## src/rtl/can_fm_pkg.sv

```systemverilog
// Shared types and index constants for the CAN line fault manager.
package can_fm_pkg;

    // Operating mode of the bus line pair.
    typedef enum logic [1:0] {
        MODE_DIFF   = 2'b00,
        MODE_H_ONLY = 2'b01,
        MODE_L_ONLY = 2'b10
    } bus_mode_e;

    // Bit positions inside the synchronized input vector.
    localparam int SI_TXD    = 0;
    localparam int SI_NORMAL = 1;
    localparam int SI_RXDIFF = 2;
    localparam int SI_HDOM   = 3;
    localparam int SI_LDOM   = 4;
    localparam int SI_HBAT   = 5;
    localparam int SI_HSOFT  = 6;
    localparam int SI_LBAT   = 7;
    localparam int SI_WIDTH  = 8;

    // Isolating fault classes; class 0 isolates CANL, the rest isolate CANH.
    localparam int CLS_LBAT  = 0;
    localparam int CLS_HBAT  = 1;
    localparam int CLS_HSOFT = 2;
    localparam int CLS_HGND  = 3;
    localparam int NUM_CLS   = 4;

endpackage

```

## src/rtl/can_fm_sync.sv

```systemverilog
// Two-flop synchronizer for a vector of independent asynchronous bits.
// Assumes each bit is a level that is allowed to be sampled independently.
module can_fm_sync #(
    parameter int               W       = 8,
    parameter logic [W-1:0]     RST_VAL = '0
) (
    input  logic         clk,
    input  logic         rst_n,
    input  logic [W-1:0] d_i,
    output logic [W-1:0] q_o
);
    logic [W-1:0] meta_q;
    logic [W-1:0] sync_q;

    // Two-stage capture of the asynchronous inputs.
    always_ff @(posedge clk) begin
        if (!rst_n) begin
            meta_q <= RST_VAL;
            sync_q <= RST_VAL;
        end else begin
            meta_q <= d_i;
            sync_q <= meta_q;
        end
    end

    assign q_o = sync_q;
endmodule

```

## src/rtl/can_fm_debounce.sv

```systemverilog
// Confirms a fault after DET consecutive cycles of its condition and releases
// it after REC consecutive cycles without it. Assumes cond_i is synchronous.
module can_fm_debounce #(
    parameter int DET = 16,
    parameter int REC = 8
) (
    input  logic clk,
    input  logic rst_n,
    input  logic cond_i,
    output logic fault_o
);
    localparam int MAXC = (DET > REC) ? DET : REC;
    localparam int CW   = $clog2(MAXC + 1);

    logic [CW-1:0] cnt_q;
    logic          fault_q;

    // Detection count while healthy, recovery count while isolated.
    always_ff @(posedge clk) begin
        if (!rst_n) begin
            cnt_q   <= '0;
            fault_q <= 1'b0;
        end else if (!fault_q) begin
            if (cond_i) begin
                if (cnt_q == CW'(DET - 1)) begin
                    fault_q <= 1'b1;
                    cnt_q   <= '0;
                end else begin
                    cnt_q <= cnt_q + 1'b1;
                end
            end else begin
                cnt_q <= '0;
            end
        end else begin
            if (!cond_i) begin
                if (cnt_q == CW'(REC - 1)) begin
                    fault_q <= 1'b0;
                    cnt_q   <= '0;
                end else begin
                    cnt_q <= cnt_q + 1'b1;
                end
            end else begin
                cnt_q <= '0;
            end
        end
    end

    assign fault_o = fault_q;

    AST_DET_NEEDS_COND: assert property (@(posedge clk) disable iff (!rst_n)
        $rose(fault_q) |-> $past(cond_i));
    AST_REC_NEEDS_CLEAR: assert property (@(posedge clk) disable iff (!rst_n)
        $fell(fault_q) |-> !$past(cond_i));
endmodule

```

## src/rtl/can_fm_edges.sv

```systemverilog
// Tracks the lead of one wire's dominant onsets over the other's and flags a
// non-isolating wire fault at FALL_LIM; clears after RISE_LIM joint recessive
// onsets. Assumes synchronized per-wire dominant levels.
module can_fm_edges #(
    parameter int FALL_LIM = 4,
    parameter int RISE_LIM = 2
) (
    input  logic clk,
    input  logic rst_n,
    input  logic h_dom_i,
    input  logic l_dom_i,
    output logic flag_o
);
    localparam int DW = $clog2(FALL_LIM + 1) + 1;
    localparam int RW = $clog2(RISE_LIM + 1);
    localparam logic signed [DW-1:0] LIM_P = DW'(FALL_LIM - 1);
    localparam logic signed [DW-1:0] LIM_F = DW'(FALL_LIM);

    logic                 h_prev_q, l_prev_q;
    logic signed [DW-1:0] diff_q;
    logic [RW-1:0]        rise_q;
    logic                 flag_q;
    logic                 fall_h, fall_l, rise_both, inc, dec;

    assign fall_h    = h_dom_i & ~h_prev_q;
    assign fall_l    = l_dom_i & ~l_prev_q;
    assign rise_both = ~h_dom_i & h_prev_q & ~l_dom_i & l_prev_q;
    assign inc       = fall_h & ~fall_l;
    assign dec       = fall_l & ~fall_h;

    // Previous wire levels for edge detection.
    always_ff @(posedge clk) begin
        if (!rst_n) begin
            h_prev_q <= 1'b0;
            l_prev_q <= 1'b0;
        end else begin
            h_prev_q <= h_dom_i;
            l_prev_q <= l_dom_i;
        end
    end

    // Onset balance, flag set and joint-recovery counting.
    always_ff @(posedge clk) begin
        if (!rst_n) begin
            diff_q <= '0;
            rise_q <= '0;
            flag_q <= 1'b0;
        end else if (!flag_q) begin
            if (inc) diff_q <= diff_q + 1'b1;
            else if (dec) diff_q <= diff_q - 1'b1;
            if ((inc && diff_q == LIM_P) || (dec && diff_q == -LIM_P))
                flag_q <= 1'b1;
        end else if (rise_both) begin
            if (rise_q == RW'(RISE_LIM - 1)) begin
                flag_q <= 1'b0;
                rise_q <= '0;
                diff_q <= '0;
            end else begin
                rise_q <= rise_q + 1'b1;
            end
        end
    end

    assign flag_o = flag_q;

    AST_DIFF_BOUND: assert property (@(posedge clk) disable iff (!rst_n)
        (diff_q <= LIM_F) && (diff_q >= -LIM_F));
endmodule

```

## src/rtl/can_fm_txwd.sv

```systemverilog
// Stuck-dominant transmit watchdog: raises to_o after LIMIT consecutive
// dominant cycles, drops it as soon as transmit data is recessive.
module can_fm_txwd #(
    parameter int LIMIT = 40
) (
    input  logic clk,
    input  logic rst_n,
    input  logic txd_dom_i,
    output logic to_o
);
    localparam int CW = $clog2(LIMIT + 1);

    logic [CW-1:0] cnt_q;

    // Saturating count of the dominant run, cleared on recessive.
    always_ff @(posedge clk) begin
        if (!rst_n)                           cnt_q <= '0;
        else if (!txd_dom_i)                  cnt_q <= '0;
        else if (cnt_q != CW'(LIMIT))         cnt_q <= cnt_q + 1'b1;
    end

    assign to_o = (cnt_q == CW'(LIMIT));

    AST_TXTO_RELEASE: assert property (@(posedge clk) disable iff (!rst_n)
        !txd_dom_i |=> !to_o);
    AST_TXTO_NEEDS_DOM: assert property (@(posedge clk) disable iff (!rst_n)
        $rose(to_o) |-> $past(txd_dom_i));
endmodule

```

## src/rtl/can_fault_mgr.sv

```systemverilog
// Fault manager of a fault-tolerant low-speed CAN line driver. Chooses
// differential or single-wire operation from debounced fault classes, selects
// the receive source, gates drivers and terminations, and raises an active-low
// error flag in normal mode. Assumes all inputs are asynchronous levels.
module can_fault_mgr
    import can_fm_pkg::*;
#(
    parameter int DET_CANL_BAT  = 90000,
    parameter int REC_CANL_BAT  = 22500,
    parameter int DET_CANH_BAT  = 90000,
    parameter int DET_CANH_SOFT = 240000,
    parameter int DET_CANH_GND  = 90000,
    parameter int REC_CANH      = 2750,
    parameter int TX_TIMEOUT    = 125000,
    parameter int FALL_LIM      = 4,
    parameter int RISE_LIM      = 2
) (
    input  logic       clk,
    input  logic       rst_n,
    input  logic       txd_i,
    input  logic       normal_i,
    input  logic       rx_diff_i,
    input  logic       canh_dom_i,
    input  logic       canl_dom_i,
    input  logic       canh_bat_i,
    input  logic       canh_soft_i,
    input  logic       canl_bat_i,
    output logic       rxd_o,
    output logic       nerr_o,
    output logic       drv_h_en_o,
    output logic       drv_l_en_o,
    output logic       term_h_en_o,
    output logic       term_l_en_o,
    output logic [1:0] mode_o
);
    localparam int DET_TAB [NUM_CLS] = '{DET_CANL_BAT, DET_CANH_BAT, DET_CANH_SOFT, DET_CANH_GND};
    localparam int REC_TAB [NUM_CLS] = '{REC_CANL_BAT, REC_CANH, REC_CANH, REC_CANH};
    localparam logic [SI_WIDTH-1:0] SYNC_RST = SI_WIDTH'(1) << SI_TXD;

    logic [SI_WIDTH-1:0] raw, s;
    logic [NUM_CLS-1:0]  cond, fault;
    logic                txd_dom, txd_dom_q, tx_fall;
    logic                minor_flag, minor_rep_q, tx_to;
    bus_mode_e           mode;

    assign raw[SI_TXD]    = txd_i;
    assign raw[SI_NORMAL] = normal_i;
    assign raw[SI_RXDIFF] = rx_diff_i;
    assign raw[SI_HDOM]   = canh_dom_i;
    assign raw[SI_LDOM]   = canl_dom_i;
    assign raw[SI_HBAT]   = canh_bat_i;
    assign raw[SI_HSOFT]  = canh_soft_i;
    assign raw[SI_LBAT]   = canl_bat_i;

    can_fm_sync #(.W(SI_WIDTH), .RST_VAL(SYNC_RST)) u_sync (
        .clk(clk), .rst_n(rst_n), .d_i(raw), .q_o(s)
    );

    assign txd_dom = ~s[SI_TXD];

    // Per-class fault conditions.
    assign cond[CLS_LBAT]  = s[SI_LBAT];
    assign cond[CLS_HBAT]  = s[SI_HBAT];
    assign cond[CLS_HSOFT] = s[SI_HSOFT];
    assign cond[CLS_HGND]  = txd_dom & s[SI_LDOM] & ~s[SI_HDOM];

    for (genvar g = 0; g < NUM_CLS; g++) begin : g_cls
        can_fm_debounce #(.DET(DET_TAB[g]), .REC(REC_TAB[g])) u_deb (
            .clk(clk), .rst_n(rst_n), .cond_i(cond[g]), .fault_o(fault[g])
        );
    end

    can_fm_edges #(.FALL_LIM(FALL_LIM), .RISE_LIM(RISE_LIM)) u_edges (
        .clk(clk), .rst_n(rst_n), .h_dom_i(s[SI_HDOM]), .l_dom_i(s[SI_LDOM]),
        .flag_o(minor_flag)
    );

    can_fm_txwd #(.LIMIT(TX_TIMEOUT)) u_txwd (
        .clk(clk), .rst_n(rst_n), .txd_dom_i(txd_dom), .to_o(tx_to)
    );

    // Mode selection: a CANH fault takes precedence over the CANL fault.
    always_comb begin
        if (|fault[NUM_CLS-1:1])  mode = MODE_L_ONLY;
        else if (fault[CLS_LBAT]) mode = MODE_H_ONLY;
        else                      mode = MODE_DIFF;
    end

    assign tx_fall = txd_dom & ~txd_dom_q;

    // Holds the edge-mismatch report until a transmit onset after clearing.
    always_ff @(posedge clk) begin
        if (!rst_n) begin
            txd_dom_q   <= 1'b0;
            minor_rep_q <= 1'b0;
        end else begin
            txd_dom_q <= txd_dom;
            if (minor_flag)            minor_rep_q <= 1'b1;
            else if (tx_fall)          minor_rep_q <= 1'b0;
        end
    end

    // Receive source per mode.
    always_comb begin
        unique case (mode)
            MODE_H_ONLY: rxd_o = ~s[SI_HDOM];
            MODE_L_ONLY: rxd_o = ~s[SI_LDOM];
            default:     rxd_o = s[SI_RXDIFF];
        endcase
    end

    assign mode_o      = mode;
    assign term_h_en_o = (mode != MODE_L_ONLY);
    assign term_l_en_o = (mode != MODE_H_ONLY);
    assign drv_h_en_o  = (mode != MODE_L_ONLY) & ~tx_to;
    assign drv_l_en_o  = (mode != MODE_H_ONLY) & ~tx_to;
    assign nerr_o      = ~(s[SI_NORMAL] & ((mode != MODE_DIFF) | minor_rep_q | tx_to));

    AST_TERM_DRV_L: assert property (@(posedge clk) disable iff (!rst_n)
        !term_l_en_o |-> !drv_l_en_o);
    AST_TERM_DRV_H: assert property (@(posedge clk) disable iff (!rst_n)
        !term_h_en_o |-> !drv_h_en_o);
    AST_ONE_WIRE_LEFT: assert property (@(posedge clk) disable iff (!rst_n)
        term_h_en_o || term_l_en_o);
    AST_REPORT_HOLD: assert property (@(posedge clk) disable iff (!rst_n)
        (minor_rep_q && !tx_fall) |=> minor_rep_q);
endmodule

```

## config.mk

```make
export PLATFORM = sky130hd
export DESIGN_NAME = can_fault_mgr
export DESIGN_NICKNAME = d
export VERILOG_FILES = /design/src/rtl/can_fm_pkg.sv /design/src/rtl/can_fm_sync.sv /design/src/rtl/can_fm_debounce.sv /design/src/rtl/can_fm_edges.sv /design/src/rtl/can_fm_txwd.sv /design/src/rtl/can_fault_mgr.sv
export SDC_FILE = /design/constraint.sdc
export NUM_CORES = 1
export LEC_CHECK = 0
export ABC_CLOCK_PERIOD_IN_PS = 1850
export BUFFER_PORTS_ARGS = -buffer_cell sky130_fd_sc_hd__buf_2
export CAP_MARGIN = 20
export CORE_UTILIZATION = 45
export CTS_CLUSTER_DIAMETER = 150
export DETAILED_ROUTE_END_ITERATION = 12
export PLACE_DENSITY = 0.71
export SYNTH_ARGS = -nofsm -noshare
export SYNTH_HDL_FRONTEND = slang
export SYNTH_SLANG_ARGS = --single-unit
```

## constraint.sdc

```tcl
create_clock -name clk -period 1.85 [get_ports clk]
set_input_delay 0.185 -clock clk [delete_from_list [all_inputs] [get_ports clk]]
set_output_delay 0.185 -clock clk [all_outputs]
set_load 0.02 [all_outputs]
```

==> out/summary.md, run 1 <==
Power and ir drop
- power share of the clock group: 0.519
- switching power summed over all nets: 1.16 mW
- Peak supply drop: 0.000400 V
- P per Cell Area: 843 nW/um2
- leakage power figure: 2.23 nW
- fraction of power spent switching nets: 0.204
- combinational group share of total power: 0.029
- total design power: 5.70 mW
- Cell Int Power: 4.54 mW
- relative contribution of sequential cells to total power: 0.452

Worst setup path
- R2R setup slack: 0.10 ns
- worst-path cell chain: inv_2 > ha_4 > nor4bb_4 > nand3_2 > nor2b_4 > o41ai_4 > buf_4
- critical path's slowest cell: sky130_fd_sc_hd__dfxtp_2
- maximum fanout along the worst path: 3
- category of the worst setup path capture point: output pin
- Data required, critical path: 1.66 ns
- CP startpoint kind: flip-flop
- Worst Path Arrival: 1.80 ns
- Crit path largest cell delay: 0.33 ns
- category of the critical setup timing path: flip-flop to output pin

Clock tree
- clock transition at the registers of the reported paths: 0.05 ns
- Clock Sinks: 117
- clock latency at the later pin of the worst-skew pair: 0.41 ns
- clock tree from TritonCTS: built
- root buffer cell: sky130_fd_sc_hd__clkbuf_16
- total clock buffers created by CTS: 17
- H-Tree Depth: 4
- Bufs on Longest Clock Path: 2

Floorplanning
- die boundary height: 113 um
- area of the die: 12700 um2
- count of standard-cell rows: 39
- initial core utilization: 0.471
- Die Span X: 113 um
- core footprint: 11700 um2
- I/O pin count: 18

Status
- failing checks: negative setup slack
- status: complete, but fails checks

Synth
- flip-flop and latch count after synthesis: 117
- post-synthesis instance area: 5500 um2
- number of unique standard cell types used by synthesis: 61
- gate count after technology mapping: 609
- share of the yosys chip area belonging to registers: 0.426
- primary flip-flop cell chosen by synthesis mapping: sky130_fd_sc_hd__dfxtp_1
- Post-synth EDFFs: 0
- mean instance size in the synthesized netlist: 9.02 um2
- proportion of register bits with asynchronous set or reset after synthesis: 0
- nets in the synthesized netlist: 633
- count of yosys warnings during synthesis: 0

Routing
- antenna viol nets, final: 0
- total length of routed wires: 11.9 mm
- via count: 4696
- initial DRC count: 328
- detailed-routing iteration count for the pre-antenna-repair pass: 4
- per-cell routed wire length: 14.5 um
- drt drc: 0
- via/cell ratio: 5.72

STA
- fmax: 505 MHz
- Period Utilization, post-route: 1.07
- Worst-Margin Slew: 0.433 ns
- Final Setup Violations: 3
- worst setup slack after layout: -0.131 ns
- hold_ws: 0.0181 ns
- number of hold violations in the final report: 0
- post-route clock skew: 0.00439 ns
- Worst slew margin: 0.708
- RSZ-0062 raised after global routing: true
- Pins Over Slew Limit: 0
- setup total negative slack: -0.290 ns
- final worst path period need: 1.98 ns

Global routing
- number of antenna violations at the first check in global routing: 0
- first-pass GRT wire length: 20.3 mm
- largest net degree at the start of global routing: 27
- vias in the first global route: 4489
- overall global routing resource usage: 0.201
- total grt overflow: 0

Place
- placed inst area: 5960 um2
- I/O Buffers: 17
- detailed placement HPWL: 8.11 mm
- routability congestion estimate from global placement: 0.829

Layout
- NumNets Final: 693
- Final Cell Area: 6770 um2
- commonest non-fill, non-tap cell in the layout: sky130_fd_sc_hd__dfxtp_1
- number of antenna cells inserted: 0
- synthesis-to-layout area growth: 23.1%
- leading cell types in the layout, fill and taps excluded: sky130_fd_sc_hd__dfxtp_1 (103), sky130_fd_sc_hd__buf_4 (41), sky130_fd_sc_hd__a21oi_1 (39), sky130_fd_sc_hd__nand3_1 (34), sky130_fd_sc_hd__nor3_1 (31)
- fillcell total: 984
- fraction of final layout cells with drive strength greater than 1: 0.198
- area taken by flip-flops and latches: 2360 um2
- Multi-input gate area: 3110 um2

Run
- max-cap violations: 0

Hold path
- HP Class: input port to flip-flop

final timing paths:
check,startpoint,end,cells after the start
worst max-delay path,u_txwd.cnt_q[0]$_SDFFE_PP0P_,nerr_o,7
worst min-delay path,rst_n,u_sync.meta_q[0]$_SDFF_PN1_,2
worst max register to register,g_cls[2].u_deb.cnt_q[3]$_SDFF_PN0_,g_cls[2].u_deb.cnt_q[17]$_SDFF_PN0_,4
worst min register to register,u_sync.meta_q[0]$_SDFF_PN1_,u_sync.q_o[0]$_SDFF_PN1_,1
cells by family (layout without fill, tap and decap cells):
group / count (synthesis) / in the layout / synth area share
muxes: 1 / 1 / 0.00182
xor gates and xnor gates: 60 / 60 / 0.0956
and+or+nand+nor: 260 / 260 / 0.277
adders and majority gates: 14 / 14 / 0.0332
DFF: 117 / 117 / 0.426
AOI/OAI and AO/OA: 108 / 108 / 0.131
buffers and inverters: 49 / 118 / 0.0357
routing by layer:
metal | global-route usage | wire length [um] | vias up
met2 | 0.325 | 5590 | 68
li1 | - | - | 2365
met3 | 0.0545 | 448 | 28
met1 | 0.246 | 5600 | 2235
met5 | 0 | 0 | -
met4 | 0.103 | 301 | 0
registers in the layout, indices dropped and copies added (netlist names):
register and count:
txd_dom_q 1, u_sync.meta_q 8, g_cls.u_deb.fault_o 4, u_txwd.cnt_q 17, u_edges.diff_q 4, u_edges.rise_q 2, u_edges.l_prev_q 1, u_edges.h_prev_q 1
g_cls.u_deb.cnt_q 69, u_sync.q_o 8, u_edges.flag_o 1, minor_rep_q 1
worst max-delay path: cells and delay by family (launching register included):
family,cells,cell delay [ns]
AND/OR/NAND/NOR,3,0.61
AO/OA/AOI/OAI,1,0.10
adder cells (fa/ha/maj),1,0.12
flip-flops,1,0.33
buffers and inverters,2,0.24
power groups by stage:
stage                     clock, mW  sequential [mW]  combinational, mW
after floorplan                   0             2.62             0.0998
after global placement            0             2.62              0.138
after detailed placement          0             2.63              0.146
after CTS                      3.02             2.58              0.162
after global routing           3.14             2.58              0.185
final                          2.96             2.58              0.163
repair_timing:
| item | in CTS | in global routing |
|---|---|---|
| pin swaps | 2 | 1 |
| endpoints found under the hold margin | 8 | 0 |
| gates resized for setup | 23 | 23 |
| buffers inserted | 2 | 1 |
| hold buffers | 8 | 0 |
| endpoints found under the setup margin | 4 | 44 |
cell usage after synthesis (all sizes together) (2+ instances only):
cell type,number,share of area
nor3,33,0.030
buf,10,0.0089
nand4,31,0.038
a21oi,40,0.036
ha,13,0.030
o31ai,7,0.010
nor4,9,0.010
and4,12,0.019
a22oi,7,0.0096
and2,19,0.022
a211oi,16,0.022
nor4b,11,0.018
nor2b,3,0.0034
nand4b,3,0.0048
a211o,2,0.0032
a311oi,2,0.0032
nand2,29,0.020
xnor2,30,0.048
clkbuf,15,0.010
nor4bb,4,0.0073
a21o,2,0.0027
dfxtp,117,0.43
nand3,36,0.033
o21ai,14,0.013
or3,13,0.016
a221oi,4,0.0075
and3,9,0.010
nor2,28,0.019
a41oi,3,0.0048
nand2b,9,0.010
inv,24,0.016
or4,7,0.010
o41ai,2,0.0032
xor2,30,0.048
final cells by class:
cell class / instances / share of cell area
inverter: 24 / 0.0133
clock buffer: 23 / 0.0706
sequential: 117 / 0.349
timing repair buffer: 66 / 0.0730
clock inverter: 5 / 0.00777
multi-input combinational: 443 / 0.460
tap: 143 / 0.0264
metrics by stage:
stage	cells	util	worst slack, ns
finish	821	0.580	-0.131
global route	821	0.580	-0.199
CTS	820	0.573	-0.149
detailed placement	782	0.511	-0.0475
global placement	782	0.511	0.0190
floorplan	609	-	0.0133
No activity file was read; power rests on OpenSTA's default activity.
==> inputs of run 2 (changes only) <==
- TNS_END_PERCENT: unset -> 30
==> out/summary.md, run 2 (same netlist as run 1, synthesis figures left out) <==
Power and ir drop
- leakage power figure: 2.23 nW
- P per Cell Area: 845 nW/um2
- Peak supply drop: 0.000399 V

Layout
- utilization after layout: 0.579
- number of antenna cells inserted: 0
- leading cell types in the layout, fill and taps excluded: sky130_fd_sc_hd__dfxtp_1 (104), sky130_fd_sc_hd__buf_4 (41), sky130_fd_sc_hd__a21oi_1 (39), sky130_fd_sc_hd__nand3_1 (35), sky130_fd_sc_hd__nor3_1 (31)
- synthesis-to-layout area growth: 22.8%
- NumNets Final: 693
- Reg with most FFs: g_cls.u_deb.cnt_q
- Largest regs: g_cls.u_deb.cnt_q: 69 flops, u_txwd.cnt_q: 17 flops
- flip-flop count of the largest register, all copies and words added: 69
- commonest non-fill, non-tap cell in the layout: sky130_fd_sc_hd__dfxtp_1
- fraction of final layout cells with drive strength greater than 1: 0.193

Run
- max-cap violations: 0

Global routing
- first-pass GRT wire length: 20.3 mm
- vias in the first global route: 4474
- number of antenna violations at the first check in global routing: 0
- routing usage on met1: 0.245
- total grt overflow: 0
- gr busiest metal: met2
- met3 Track Usage GR: 0.0545
- overall global routing resource usage: 0.201
- met2 track demand over resource in global routing: 0.325
- largest net degree at the start of global routing: 27

Worst setup path
- maximum fanout along the worst path: 4
- worst-path cell chain: inv_2 > ha_4 > nor4bb_4 > nand3_2 > nor2b_4 > o41ai_4 > buf_4
- category of the critical setup timing path: flip-flop to output pin
- CP startpoint kind: flip-flop
- Worst Path Arrival: 1.80 ns
- critical path's slowest cell: sky130_fd_sc_hd__dfxtp_2
- Crit path largest cell delay: 0.33 ns
- category of the worst setup path capture point: output pin
- buffering stage count on the worst path with inverters included: 2
- Data required, critical path: 1.66 ns
- family of cells with the greatest summed delay on the critical path: simple AND/OR/NAND/NOR gates

Routing
- per-cell routed wire length: 14.6 um
- initial DRC count: 343
- total length of routed wires: 11.9 mm
- detailed-routing iteration count for the pre-antenna-repair pass: 4
- via count: 4706
- via/cell ratio: 5.73
- drt drc: 0
- antenna viol nets, final: 0

Clock tree
- total clock buffers created by CTS: 17
- clock tree from TritonCTS: built
- clock transition at the registers of the reported paths: 0.05 ns
- clock latency at the later pin of the worst-skew pair: 0.41 ns
- root buffer cell: sky130_fd_sc_hd__clkbuf_16
- H-Tree Depth: 4
- Clock Sinks: 117
- Bufs on Longest Clock Path: 2

STA
- Pins Over Slew Limit: 0
- Final Setup Violations: 3
- number of hold violations in the final report: 0
- Worst-Margin Slew: 0.434 ns
- hold_ws: 0.0186 ns
- worst setup slack after layout: -0.134 ns
- Period Utilization, post-route: 1.07
- final worst path period need: 1.98 ns
- post-route clock skew: 0.00427 ns
- RSZ-0062 raised after global routing: true
- Worst slew margin: 0.707
- fmax: 504 MHz

Floorplanning
- Die Span X: 113 um
- I/O pin count: 18
- die boundary height: 113 um
- initial core utilization: 0.471
- area of the die: 12700 um2
- core footprint: 11700 um2
- count of standard-cell rows: 39

Place
- routability congestion estimate from global placement: 0.829
- detailed placement HPWL: 8.11 mm
- I/O Buffers: 17

Status
- status: complete, but fails checks
- failing checks: negative setup slack

Hold path
- HP Class: input port to flip-flop

[run 2: cell counts in the layout (fill, tap and decap cells not counted)]
No cell type changed its count.
[run 2: power by group]
group          total [mW]  internal (mW)  switching, mW
logic               0.163         0.0766         0.0869
registers            2.58           2.56         0.0223
clock network        2.96           1.91           1.06
[run 2: layout make-up]
cell class | instances | area, um2
multi-input combinational | 443 | 3090
inverter | 24 | 92.6
clock buffer | 23 | 478
clock inverter | 5 | 52.6
timing repair buffer | 66 | 494
sequential | 117 | 2360
tap | 143 | 179
fill | 987 | 4910
[run 2: layer usage]
layer,wire [um],part of all wire
met5,0,0
met2,5630,0.47
met3,414,0.035
met4,263,0.022
met1,5640,0.47
[run 2: worst paths after layout]
check | start | to | slack, ns | depth (start not counted)
worst min-delay path | rst_n | u_sync.meta_q[0]$_SDFF_PN1_ | 0.02 | 2
worst min register to register | u_sync.meta_q[0]$_SDFF_PN1_ | u_sync.q_o[0]$_SDFF_PN1_ | 0.41 | 1
worst max register to register | g_cls[2].u_deb.cnt_q[3]$_SDFF_PN0_ | g_cls[2].u_deb.cnt_q[17]$_SDFF_PN0_ | 0.10 | 4
worst max-delay path | u_txwd.cnt_q[0]$_SDFFE_PP0P_ | nerr_o | -0.13 | 7
[run 2: through the flow]
step                std cells  power, mW  cell area [um2]  setup TNS (ns)  setup slack (ns)
floorplan                 609       2.72             5510               0            0.0133
global route              821       5.90             6750          -0.588            -0.222
finish                    821       5.71             6750          -0.298            -0.134
global placement          782       2.76             5960               0            0.0190
CTS                       818       5.75             6640          -0.484            -0.190
detailed placement        782       2.77             5960         -0.0516           -0.0475
[run 2: what timing repair did]
action                                 4_1_cts  5_1_grt
pin swaps                                    1        4
gates resized for setup                     14       29
endpoints found under the hold margin        8        0
hold buffers                                 8        0
buffers inserted                             0        3
setup endpoints to repair                    4       44
==> inputs of run 3 (changes only) <==
--- a/config.mk
+++ b/config.mk
@@ -14,2 +14,4 @@
 export PLACE_DENSITY = 0.71
+export REMOVE_ABC_BUFFERS = 1
+export SETUP_SLACK_MARGIN = 0.1
 export SYNTH_ARGS = -nofsm -noshare
--- a/constraint.sdc
+++ b/constraint.sdc
@@ -3,2 +3,2 @@
 set_output_delay 0.185 -clock clk [all_outputs]
-set_load 0.02 [all_outputs]
+set_load 0.005 [all_outputs]
==> out/summary.md, run 3 (same netlist as run 1, synthesis figures left out) <==
Floorplanning
- die boundary height: 113 um
- I/O pin count: 18
- initial core utilization: 0.471
- count of standard-cell rows: 39
- area of the die: 12700 um2
- core footprint: 11700 um2
- Die Span X: 113 um

Place
- pre-CTS setup slack: 0.0390 ns
- detailed placement HPWL: 8.20 mm
- I/O Buffers: 17
- routability congestion estimate from global placement: 0.842

Routing
- antenna viol nets, final: 0
- via count: 4781
- per-cell routed wire length: 14.8 um
- total length of routed wires: 12.4 mm
- initial DRC count: 305
- detailed-routing iteration count for the pre-antenna-repair pass: 4
- drt drc: 0
- via/cell ratio: 5.73

Layout
- leading cell types in the layout, fill and taps excluded: sky130_fd_sc_hd__dfxtp_1 (93), sky130_fd_sc_hd__buf_4 (47), sky130_fd_sc_hd__a21oi_1 (38), sky130_fd_sc_hd__nand3_1 (34), sky130_fd_sc_hd__nor3_1 (31)
- flip-flop count of the largest register, all copies and words added: 69
- commonest non-fill, non-tap cell in the layout: sky130_fd_sc_hd__dfxtp_1
- Largest regs: g_cls.u_deb.cnt_q: 69 flops, u_txwd.cnt_q: 17 flops
- NumNets Final: 703
- fraction of final layout cells with drive strength greater than 1: 0.243
- utilization after layout: 0.594
- Reg with most FFs: g_cls.u_deb.cnt_q
- synthesis-to-layout area growth: 26.1%
- number of antenna cells inserted: 0

Run
- max-cap violations: 0

Hold path
- HP Class: input port to flip-flop

Worst setup path
- Worst Path Arrival: 1.80 ns
- CP startpoint kind: flip-flop
- category of the worst setup path capture point: output pin
- maximum fanout along the worst path: 2
- Data required, critical path: 1.66 ns
- category of the critical setup timing path: flip-flop to output pin

STA
- setup total negative slack: -0.358 ns
- Worst-Margin Slew: 0.409 ns
- hold_ws: 0.175 ns
- Period Utilization, post-route: 1.07
- Worst slew margin: 0.724
- final worst path period need: 1.99 ns
- worst setup slack after layout: -0.135 ns
- number of hold violations in the final report: 0
- fmax: 504 MHz
- RSZ-0062 raised after global routing: true
- post-route clock skew: 0.0126 ns
- Final Setup Violations: 3
- Pins Over Slew Limit: 0

Power and ir drop
- switching power summed over all nets: 1.20 mW
- power share of the clock group: 0.538
- total design power: 5.93 mW
- Cell Int Power: 4.74 mW
- Peak supply drop: 0.000594 V
- combinational group share of total power: 0.028
- leakage power figure: 2.33 nW
- P per Cell Area: 856 nW/um2
- fraction of power spent switching nets: 0.202
- relative contribution of sequential cells to total power: 0.434

Clock tree
- clock transition at the registers of the reported paths: 0.05 ns
- clock tree from TritonCTS: built
- Bufs on Longest Clock Path: 2
- H-Tree Depth: 4
- root buffer cell: sky130_fd_sc_hd__clkbuf_16
- clock latency at the later pin of the worst-skew pair: 0.42 ns
- Clock Sinks: 117
- total clock buffers created by CTS: 17

Global routing
- number of antenna violations at the first check in global routing: 0
- overall global routing resource usage: 0.206
- vias in the first global route: 4578
- largest net degree at the start of global routing: 20
- first-pass GRT wire length: 20.9 mm
- total grt overflow: 0

Status
- failing checks: negative setup slack
- status: complete, but fails checks

## run 3: cell count changes in the layout (fill, tap and decap cells not counted), moves of 3 or more
cell	change
sky130_fd_sc_hd__buf_2	+3
sky130_fd_sc_hd__buf_4	+6
sky130_fd_sc_hd__dfxtp_2	+10
sky130_fd_sc_hd__dfxtp_1	-11
sky130_fd_sc_hd__ha_2	+3
## run 3: timing repair
item                                    4_1_cts  5_1_grt
pin swaps                                     4        5
gates resized for setup                      31       36
buffers inserted                              4        0
endpoints found under the setup margin       28       66
hold buffers                                  8        0
gates cloned                                  0        1
endpoints found under the hold margin         8        0
## run 3: power groups by stage
stage	combinational [mW]	sequential [mW]	clock (mW)
after floorplan	0.0884	2.62	0
after global placement	0.140	2.63	0
after detailed placement	0.145	2.63	0
after CTS	0.162	2.57	3.27
after global routing	0.187	2.58	3.40
final	0.167	2.58	3.19
## run 3: cell type report
type	count	area (um2)
Fill cell	1003	4730
Multi-Input combinational cell	443	3130
Sequential cell	117	2370
Timing Repair Buffer	76	566
Clock buffer	22	484
Tap cell	143	179
Clock inverter	9	101
Inverter	24	90.1
## run 3: layer usage
| metal | share of wire | track usage | vias to the layer above |
|---|---|---|---|
| met5 | 0 | 0 | - |
| met4 | 0.011 | 0.102 | 0 |
| met3 | 0.033 | 0.0529 | 13 |
| met2 | 0.48 | 0.331 | 76 |
| met1 | 0.47 | 0.256 | 2296 |
| li1 | - | - | 2396 |
## run 3: worst paths after layout
kind	from	to	slack, ns	depth (start not counted)
worst max-delay path	u_txwd.cnt_q[0]$_SDFFE_PP0P_	drv_l_en_o	-0.14	8
worst min-delay path	rst_n	u_edges.rise_q[0]$_SDFFE_PN0P_	0.17	3
worst max register to register	u_txwd.cnt_q[7]$_SDFFE_PP0P_	u_txwd.cnt_q[15]$_SDFFE_PP0P_	0.10	4
worst min register to register	u_sync.meta_q[0]$_SDFF_PN1_	u_sync.q_o[0]$_SDFF_PN1_	0.41	1
## run 3: worst max-delay path: stages (launching register included)
cell and delay (ns):
sky130_fd_sc_hd__dfxtp_2 0.32, sky130_fd_sc_hd__inv_2 0.05, sky130_fd_sc_hd__ha_2 0.15, sky130_fd_sc_hd__nor4bb_4 0.25, sky130_fd_sc_hd__nand3_2 0.17, sky130_fd_sc_hd__nor2b_4 0.18, sky130_fd_sc_hd__buf_6 0.12, sky130_fd_sc_hd__nor2_2 0.03
sky130_fd_sc_hd__buf_2 0.12
## run 3: metrics by stage
step,cells,area (um2)
floorplan,584,5390
global placement,790,6010
detailed placement,790,6010
CTS,833,6800
global route,834,6930
finish,834,6930
